## src/rtl/pxb_pkg.sv

```systemverilog
package pxb_pkg;
  typedef enum logic [1:0] {
    RSP_NONE  = 2'd0,
    RSP_HIT   = 2'd1,
    RSP_MISS  = 2'd2,
    RSP_FAULT = 2'd3
  } rsp_kind_e;
endpackage

```

## src/rtl/pxb_entries.sv

```systemverilog
module pxb_entries #(
  parameter int ENTRIES = 32,
  parameter int VPN_W   = 20,
  parameter int PPN_W   = 18,
  localparam int IDX_W  = $clog2(ENTRIES)
) (
  input  logic               clk_i,
  input  logic               rst_ni,
  input  logic               flush_i,
  input  logic               wr_en_i,
  input  logic [IDX_W-1:0]   wr_idx_i,
  input  logic [VPN_W-1:0]   wr_vpn_i,
  input  logic [PPN_W-1:0]   wr_ppn_i,
  input  logic               wr_rd_i,
  input  logic               wr_wr_i,
  input  logic [VPN_W-1:0]   lk_vpn_i,
  output logic [ENTRIES-1:0] lk_match_o,
  output logic [PPN_W-1:0]   lk_ppn_o,
  output logic               lk_rd_o,
  output logic               lk_wr_o,
  output logic [ENTRIES-1:0] fl_match_o,
  output logic [ENTRIES-1:0] valid_o
);
  logic [ENTRIES-1:0] vld_q, rd_q, wr_q;
  logic [VPN_W-1:0]   vpn_q [ENTRIES];
  logic [PPN_W-1:0]   ppn_q [ENTRIES];

  always_ff @(posedge clk_i or negedge rst_ni) begin
    if (!rst_ni)      vld_q <= '0;
    else if (flush_i) vld_q <= '0;
    else if (wr_en_i) vld_q[wr_idx_i] <= 1'b1;
  end

  always_ff @(posedge clk_i) begin
    if (wr_en_i && !flush_i) begin
      vpn_q[wr_idx_i] <= wr_vpn_i;
      ppn_q[wr_idx_i] <= wr_ppn_i;
      rd_q[wr_idx_i]  <= wr_rd_i;
      wr_q[wr_idx_i]  <= wr_wr_i;
    end
  end

  for (genvar g = 0; g < ENTRIES; g++) begin : g_cmp
    assign lk_match_o[g] = vld_q[g] && (vpn_q[g] == lk_vpn_i);
    assign fl_match_o[g] = vld_q[g] && (vpn_q[g] == wr_vpn_i);
  end

  // match vector is one-hot at most, so OR-reduce the selected slot
  always_comb begin
    lk_ppn_o = '0;
    lk_rd_o  = 1'b0;
    lk_wr_o  = 1'b0;
    for (int i = 0; i < ENTRIES; i++) begin
      if (lk_match_o[i]) begin
        lk_ppn_o = lk_ppn_o | ppn_q[i];
        lk_rd_o  = lk_rd_o | rd_q[i];
        lk_wr_o  = lk_wr_o | wr_q[i];
      end
    end
  end

  assign valid_o = vld_q;
endmodule

```

## src/rtl/pxb_age.sv

```systemverilog
module pxb_age #(
  parameter int ENTRIES = 32,
  localparam int IDX_W  = $clog2(ENTRIES)
) (
  input  logic             clk_i,
  input  logic             rst_ni,
  input  logic             touch_i,
  input  logic [IDX_W-1:0] touch_idx_i,
  output logic [IDX_W-1:0] oldest_o
);
  // ages form a permutation of 0..ENTRIES-1; 0 = most recent
  logic [IDX_W-1:0] age_q [ENTRIES];
  logic [IDX_W-1:0] ref_age;

  assign ref_age = age_q[touch_idx_i];

  always_ff @(posedge clk_i or negedge rst_ni) begin
    if (!rst_ni) begin
      for (int i = 0; i < ENTRIES; i++) age_q[i] <= IDX_W'(i);
    end else if (touch_i) begin
      for (int i = 0; i < ENTRIES; i++) begin
        if (IDX_W'(i) == touch_idx_i) age_q[i] <= '0;
        else if (age_q[i] < ref_age)  age_q[i] <= age_q[i] + 1'b1;
      end
    end
  end

  always_comb begin
    oldest_o = '0;
    for (int i = 0; i < ENTRIES; i++)
      if (age_q[i] == IDX_W'(ENTRIES - 1)) oldest_o = IDX_W'(i);
  end
endmodule

```

## src/rtl/pxb_slot_pick.sv

```systemverilog
module pxb_slot_pick #(
  parameter int ENTRIES = 32,
  localparam int IDX_W  = $clog2(ENTRIES)
) (
  input  logic [ENTRIES-1:0] dup_match_i,
  input  logic [ENTRIES-1:0] valid_i,
  input  logic [IDX_W-1:0]   oldest_i,
  output logic [IDX_W-1:0]   slot_o
);
  logic [IDX_W-1:0] dup_idx, free_idx;

  always_comb begin
    dup_idx = '0;
    for (int i = 0; i < ENTRIES; i++)
      if (dup_match_i[i]) dup_idx = IDX_W'(i);
  end

  always_comb begin
    free_idx = '0;
    for (int i = ENTRIES - 1; i >= 0; i--)
      if (!valid_i[i]) free_idx = IDX_W'(i);
  end

  always_comb begin
    if (|dup_match_i)   slot_o = dup_idx;
    else if (~&valid_i) slot_o = free_idx;
    else                slot_o = oldest_i;
  end
endmodule

```

## src/rtl/page_xlate_buf.sv

```systemverilog
module page_xlate_buf #(
  parameter int ENTRIES = 32,
  parameter int VPN_W   = 20,
  parameter int PPN_W   = 18,
  parameter int OFF_W   = 12,
  localparam int IDX_W  = $clog2(ENTRIES),
  localparam int VA_W   = VPN_W + OFF_W,
  localparam int PA_W   = PPN_W + OFF_W
) (
  input  logic             clk_i,
  input  logic             rst_ni,
  input  logic             flush_i,
  input  logic             req_valid_i,
  input  logic             req_write_i,
  input  logic [VA_W-1:0]  req_vaddr_i,
  input  logic             fill_valid_i,
  input  logic [VPN_W-1:0] fill_vpn_i,
  input  logic [PPN_W-1:0] fill_ppn_i,
  input  logic             fill_rd_i,
  input  logic             fill_wr_i,
  output logic             rsp_valid_o,
  output logic             rsp_hit_o,
  output logic             rsp_miss_o,
  output logic             rsp_fault_o,
  output logic [PA_W-1:0]  rsp_paddr_o
);
  import pxb_pkg::*;

  logic [ENTRIES-1:0] lk_match, fl_match, valid_vec;
  logic [PPN_W-1:0]   lk_ppn;
  logic               lk_rd, lk_wr, lk_any, lk_ok;
  logic               fill_en, touch;
  logic [IDX_W-1:0]   fill_idx, lk_idx, touch_idx, oldest;
  rsp_kind_e          kind_q;
  logic [PA_W-1:0]    paddr_q;

  assign fill_en = fill_valid_i && !flush_i;

  pxb_entries #(.ENTRIES(ENTRIES), .VPN_W(VPN_W), .PPN_W(PPN_W)) u_entries (
    .clk_i, .rst_ni, .flush_i,
    .wr_en_i    (fill_en),
    .wr_idx_i   (fill_idx),
    .wr_vpn_i   (fill_vpn_i),
    .wr_ppn_i   (fill_ppn_i),
    .wr_rd_i    (fill_rd_i),
    .wr_wr_i    (fill_wr_i),
    .lk_vpn_i   (req_vaddr_i[VA_W-1:OFF_W]),
    .lk_match_o (lk_match),
    .lk_ppn_o   (lk_ppn),
    .lk_rd_o    (lk_rd),
    .lk_wr_o    (lk_wr),
    .fl_match_o (fl_match),
    .valid_o    (valid_vec)
  );

  pxb_slot_pick #(.ENTRIES(ENTRIES)) u_pick (
    .dup_match_i (fl_match),
    .valid_i     (valid_vec),
    .oldest_i    (oldest),
    .slot_o      (fill_idx)
  );

  assign lk_any = |lk_match;
  assign lk_ok  = lk_any && (req_write_i ? lk_wr : lk_rd);

  always_comb begin
    lk_idx = '0;
    for (int i = 0; i < ENTRIES; i++)
      if (lk_match[i]) lk_idx = IDX_W'(i);
  end

  // a fill in the same cycle owns the recency update
  assign touch     = fill_en || (req_valid_i && lk_ok);
  assign touch_idx = fill_en ? fill_idx : lk_idx;

  pxb_age #(.ENTRIES(ENTRIES)) u_age (
    .clk_i, .rst_ni,
    .touch_i     (touch),
    .touch_idx_i (touch_idx),
    .oldest_o    (oldest)
  );

  always_ff @(posedge clk_i or negedge rst_ni) begin
    if (!rst_ni) begin
      kind_q  <= RSP_NONE;
      paddr_q <= '0;
    end else begin
      paddr_q <= '0;
      if (!req_valid_i)  kind_q <= RSP_NONE;
      else if (!lk_any)  kind_q <= RSP_MISS;
      else if (!lk_ok)   kind_q <= RSP_FAULT;
      else begin
        kind_q  <= RSP_HIT;
        paddr_q <= {lk_ppn, req_vaddr_i[OFF_W-1:0]};
      end
    end
  end

  assign rsp_valid_o = (kind_q != RSP_NONE);
  assign rsp_hit_o   = (kind_q == RSP_HIT);
  assign rsp_miss_o  = (kind_q == RSP_MISS);
  assign rsp_fault_o = (kind_q == RSP_FAULT);
  assign rsp_paddr_o = paddr_q;
endmodule

```

## config.mk

```make
export PLATFORM = sky130hd
export DESIGN_NAME = page_xlate_buf
export DESIGN_NICKNAME = d
export VERILOG_FILES = /design/src/rtl/pxb_pkg.sv /design/src/rtl/pxb_entries.sv /design/src/rtl/pxb_age.sv /design/src/rtl/pxb_slot_pick.sv /design/src/rtl/page_xlate_buf.sv
export SDC_FILE = /design/constraint.sdc
export NUM_CORES = 2
export LEC_CHECK = 0
export ABC_AREA = 1
export CORE_MARGIN = 10
export CORE_UTILIZATION = 40
export DETAILED_ROUTE_END_ITERATION = 7
export PLACE_DENSITY = 0.63
export SLEW_MARGIN = 20
export SYNTH_ARGS = -nofsm -noshare
export SYNTH_HDL_FRONTEND = slang
export SYNTH_HIERARCHICAL = 1
export SYNTH_SLANG_ARGS = --single-unit
export TNS_END_PERCENT = 100
```

## constraint.sdc

```tcl
create_clock -name clk_i -period 18.7 [get_ports clk_i]
set_input_delay 4.675 -clock clk_i [delete_from_list [all_inputs] [get_ports clk_i]]
set_output_delay 4.675 -clock clk_i [all_outputs]
set_load 0.01 [all_outputs]
```

==> summary.txt <==
Die Wd = 466 um
Leakage dissipation = 34.7 nW
Core outline area = 198,000 um2
Max Clk Rate = 0.0785 GHz
Remaining number of nets flagged by the antenna check after routing = 0
Drt first-iter violations = 11,094
Share of power burned in the clock network = 38.0%
Biggest cell delay along the critical path = 0.72 ns
Area of the die = 217,000 um2
Global-route wire length before repair = 464 mm
Total gr overflow = 0
Worst slew pin tran = 1.19 ns
Type of the tightest min-delay check = reg2reg
Worst path required time = 19.38 ns
Number of synthesis warnings = 6
Violated checks = design-rule violations
Row count = 163
Vias per cell = 6.19
Effective utilization at floorplan = 40.3%
Number of antenna violations at the first check in global routing = 15
Area share of the leading cell type in the synthesized netlist = 48.3%
Sum of negative setup slack = 0 ns
Synthesis-stage register bit count = 1,504
Final slew viol count = 0
Combinational power share = 18.0%
HPWL after DPL = 204 mm
Most instantiated library cell after synthesis = sky130_fd_sc_hd__nand2_1
Number of endpoints with negative hold slack in the final report = 0
Max_slew headroom = 20.0%
Total of max-cap violations = 0
Post-synthesis instance area = 79,600 um2
Crit path capture type = flop
Most used cell, CP = sky130_fd_sc_hd__nand2_1
Number of synthesized flops with an enable pin = 1,280
Switching power of the nets = 0.00278 W
Top cell types by occurrence after synthesis = sky130_fd_sc_hd__nand2_1, sky130_fd_sc_hd__edfxtp_1, sky130_fd_sc_hd__nor2_1, sky130_fd_sc_hd__inv_1, sky130_fd_sc_hd__nand4_1
First drt pass iteration count = 8
Number of DRC violations after detailed routing = 1
Final estimated routing congestion in global placement = 1.00
Final net count = 8,703
Data arrival time at the worst-slack endpoint = 13.41 ns
Gate family responsible for the most delay along the worst path = simple AND/OR/NAND/NOR gates
Final setup fails = 0
Later-pin clock latency in the skew report = 0.86 ns
CTS H-Tree Depth = 4
Number of library cell types mapped by synthesis = 55
Via count = 69,572
Crit Path Class = in2reg
Post-CTS Repair Setup Buffers = 0
Number of buffers added by the clock tree synthesis step = 168
TritonCTS clock tree = done
CTS Hold Bufs = 0
Total non-filler cell area in the finished layout = 89,500 um2
Cell at the slowest stage of the critical path = sky130_fd_sc_hd__o21ai_4
Power Internal = 0.00646 W
Total power draw = 0.00924 W
Average cell area after synthesis = 9.52 um2
Status = complete, but fails checks
Switching portion of total power = 30.1%
Minimum clock period = 12.73 ns
Final hold slack = 0.489 ns
Post-Synthesis Net Count = 8,627
RSZ-0062 raised after global routing = no
Clock root buffer master = sky130_fd_sc_hd__clkbuf_16
GR Util All Layers = 29.0%
Instance count of the mapped netlist = 8,358
Pin count of the biggest net entering global routing = 116
Die Span Y = 466 um
Count of buffer and inverter cells on the critical path = 7
Drt wl/cell = 29.3 um
Largest vdd supply drop = 0.0897 mV
Clk buf depth = 3
Via count of the first global-routing pass = 65,753
Clock slew seen by the registers of the worst setup and hold paths = 0.06 ns
Max FO, Critical Path = 41
Area delta synth->final = 12.5%
Sink count of the clock tree = 1,504
Post-cts gate resize count = 0
Largest area contributor in the synthesized netlist = sky130_fd_sc_hd__edfxtp_1
Top flip-flop cell by instance count after synthesis = sky130_fd_sc_hd__edfxtp_1
Post-route fraction of the period consumed by the critical path = 68.1%
Power density over cell area = 103 nW/um2
Number of I/O pins = 112
Synth area leaders = sky130_fd_sc_hd__edfxtp_1, sky130_fd_sc_hd__nand2_1, sky130_fd_sc_hd__nand4_1
Fraction of final layout cells with drive strength greater than 1 = 9.48%
Startpoint kind of the worst setup timing path = primary input
Seq/Total Area, Yosys = 55.5%
Post-place instance area = 83,700 um2
Total routed wirelength = 329 mm
Worst setup skew after layout = 0.100 ns
Sequential cell fraction of total power = 44.0%
Count of input and output buffers = 111
Async set or reset register ratio after synthesis = 14.9%
worst reg2reg max path, delay by kind of cell (launching register included):
kind,cells,cell delay (ns)
DFF,1,0.60
and+or+nand+nor,40,3.45
adders and majority gates,3,0.67
AOI/OAI and AO/OA,10,2.38
buffers and inverters,4,0.94
cells in the final DEF (no fill, tap or decap), types with 10 or more instances in the layout:
master,count
sky130_fd_sc_hd__clkdlybuf4s50_1,51
sky130_fd_sc_hd__o211ai_1,48
sky130_fd_sc_hd__nor3_1,29
sky130_fd_sc_hd__diode_2,14
sky130_fd_sc_hd__buf_4,263
sky130_fd_sc_hd__or2_2,31
sky130_fd_sc_hd__a31oi_1,12
sky130_fd_sc_hd__edfxtp_1,1280
sky130_fd_sc_hd__a21oi_1,112
sky130_fd_sc_hd__clkbuf_8,17
sky130_fd_sc_hd__dfstp_2,80
sky130_fd_sc_hd__o2111ai_1,21
sky130_fd_sc_hd__a21oi_4,17
sky130_fd_sc_hd__inv_2,34
sky130_fd_sc_hd__a211oi_1,12
sky130_fd_sc_hd__o221ai_1,10
sky130_fd_sc_hd__bufinv_16,21
sky130_fd_sc_hd__clkinv_2,31
sky130_fd_sc_hd__clkinv_1,23
sky130_fd_sc_hd__clkbuf_1,36
sky130_fd_sc_hd__xor2_1,203
sky130_fd_sc_hd__nand2_1,1795
sky130_fd_sc_hd__nor2_1,796
sky130_fd_sc_hd__nor2_2,16
sky130_fd_sc_hd__nor2_4,32
sky130_fd_sc_hd__o21ai_1,88
sky130_fd_sc_hd__xnor2_1,179
sky130_fd_sc_hd__and3_1,32
sky130_fd_sc_hd__buf_2,43
sky130_fd_sc_hd__dfrtp_1,144
sky130_fd_sc_hd__nand3_1,313
sky130_fd_sc_hd__nor4_1,80
sky130_fd_sc_hd__o21ai_0,491
sky130_fd_sc_hd__clkbuf_16,170
sky130_fd_sc_hd__nand4_1,680
sky130_fd_sc_hd__inv_1,704
sky130_fd_sc_hd__a221oi_1,103
sky130_fd_sc_hd__o22ai_1,301
sky130_fd_sc_hd__ha_1,191
final timing paths:
kind / from / endpoint / slack, ns / depth (start not counted)
hold reg to reg: u_age/age_q[98] / u_age/age_q[98] / 0.49 / 2
min in group asynchronous: rst_ni / u_age/age_q[53] / 3.94 / 1
setup reg to reg: u_age/age_q[150] / u_age/age_q[42] / 10.59 / 57
setup / recovery: fill_vpn_i[17] / u_age/age_q[42] / 5.97 / 55
max in group asynchronous: rst_ni / u_age/age_q[115] / 13.18 / 2
hold / removal: u_age/age_q[98] / u_age/age_q[98] / 0.49 / 2
metrics by stage:
step / util (%) / instances / setup slack (ns)
after floorplan: - / 8358 / 6.66
after global placement: 42.3 / 10904 / 5.48
after detailed placement: 42.3 / 10904 / 5.50
after CTS: 45.3 / 11218 / 6.39
after global routing: 45.3 / 11220 / 5.56
final: 45.3 / 11232 / 5.97
kinds of logic (layout without fill, tap and decap cells):
| logic type | count (synthesis) | after routing | synth area share [%] |
|---|---|---|---|
| DFF | 1504 | 1504 | 55.5 |
| adders and majority gates | 191 | 191 | 3.00 |
| and+or+nand+nor | 3819 | 3819 | 21.2 |
| AOI/OAI and AO/OA | 1257 | 1257 | 9.66 |
| xor gates and xnor gates | 382 | 382 | 4.21 |
| muxes | 1 | 1 | 0.0126 |
| buffers and inverters | 1204 | 1424 | 6.39 |
| other | 0 | 14 | 0 |
layer usage:
| metal | vias up | routed length (um) | global-route usage (%) |
|---|---|---|---|
| met4 | 8 | 23100 | 17.2 |
| met3 | 1271 | 41900 | 7.96 |
| li1 | 29671 | - | - |
| met2 | 5238 | 142000 | 43.8 |
| met5 | - | 87 | 0 |
| met1 | 33384 | 122000 | 37.2 |
power groups by stage:
stage | Clock [W] | Combinational [W] | Sequential (W)
2_1_floorplan | 0 | 0.00108 | 0.00405
3_3_place_gp | 0 | 0.00154 | 0.00412
3_5_place_dp | 0 | 0.00161 | 0.00413
4_1_cts | 0.00354 | 0.00162 | 0.00406
5_1_grt | 0.00367 | 0.00184 | 0.00409
6_report | 0.00351 | 0.00167 | 0.00407
cell type report:
class | instances | area, um2
diodes | 14 | 35.0
clock buffers | 223 | 4620
clock inverters | 91 | 1190
fillers | 18384 | 108000
inverters | 751 | 2840
multi-input cells | 5650 | 30700
flip-flops and latches | 1504 | 44100
well taps | 2640 | 3300
repair buffers | 359 | 2740
registers in the layout, indices dropped and copies added (netlist names):
| register | cells |
|---|---|
| kind_q | 2 |
| rsp_paddr_o | 30 |
| u_age/age_q | 160 |
| u_entries/ppn_q | 576 |
| u_entries/rd_q | 32 |
| u_entries/valid_o | 32 |
| u_entries/vpn_q | 640 |
| u_entries/wr_q | 32 |
Power figures use the tool's default switching activity.
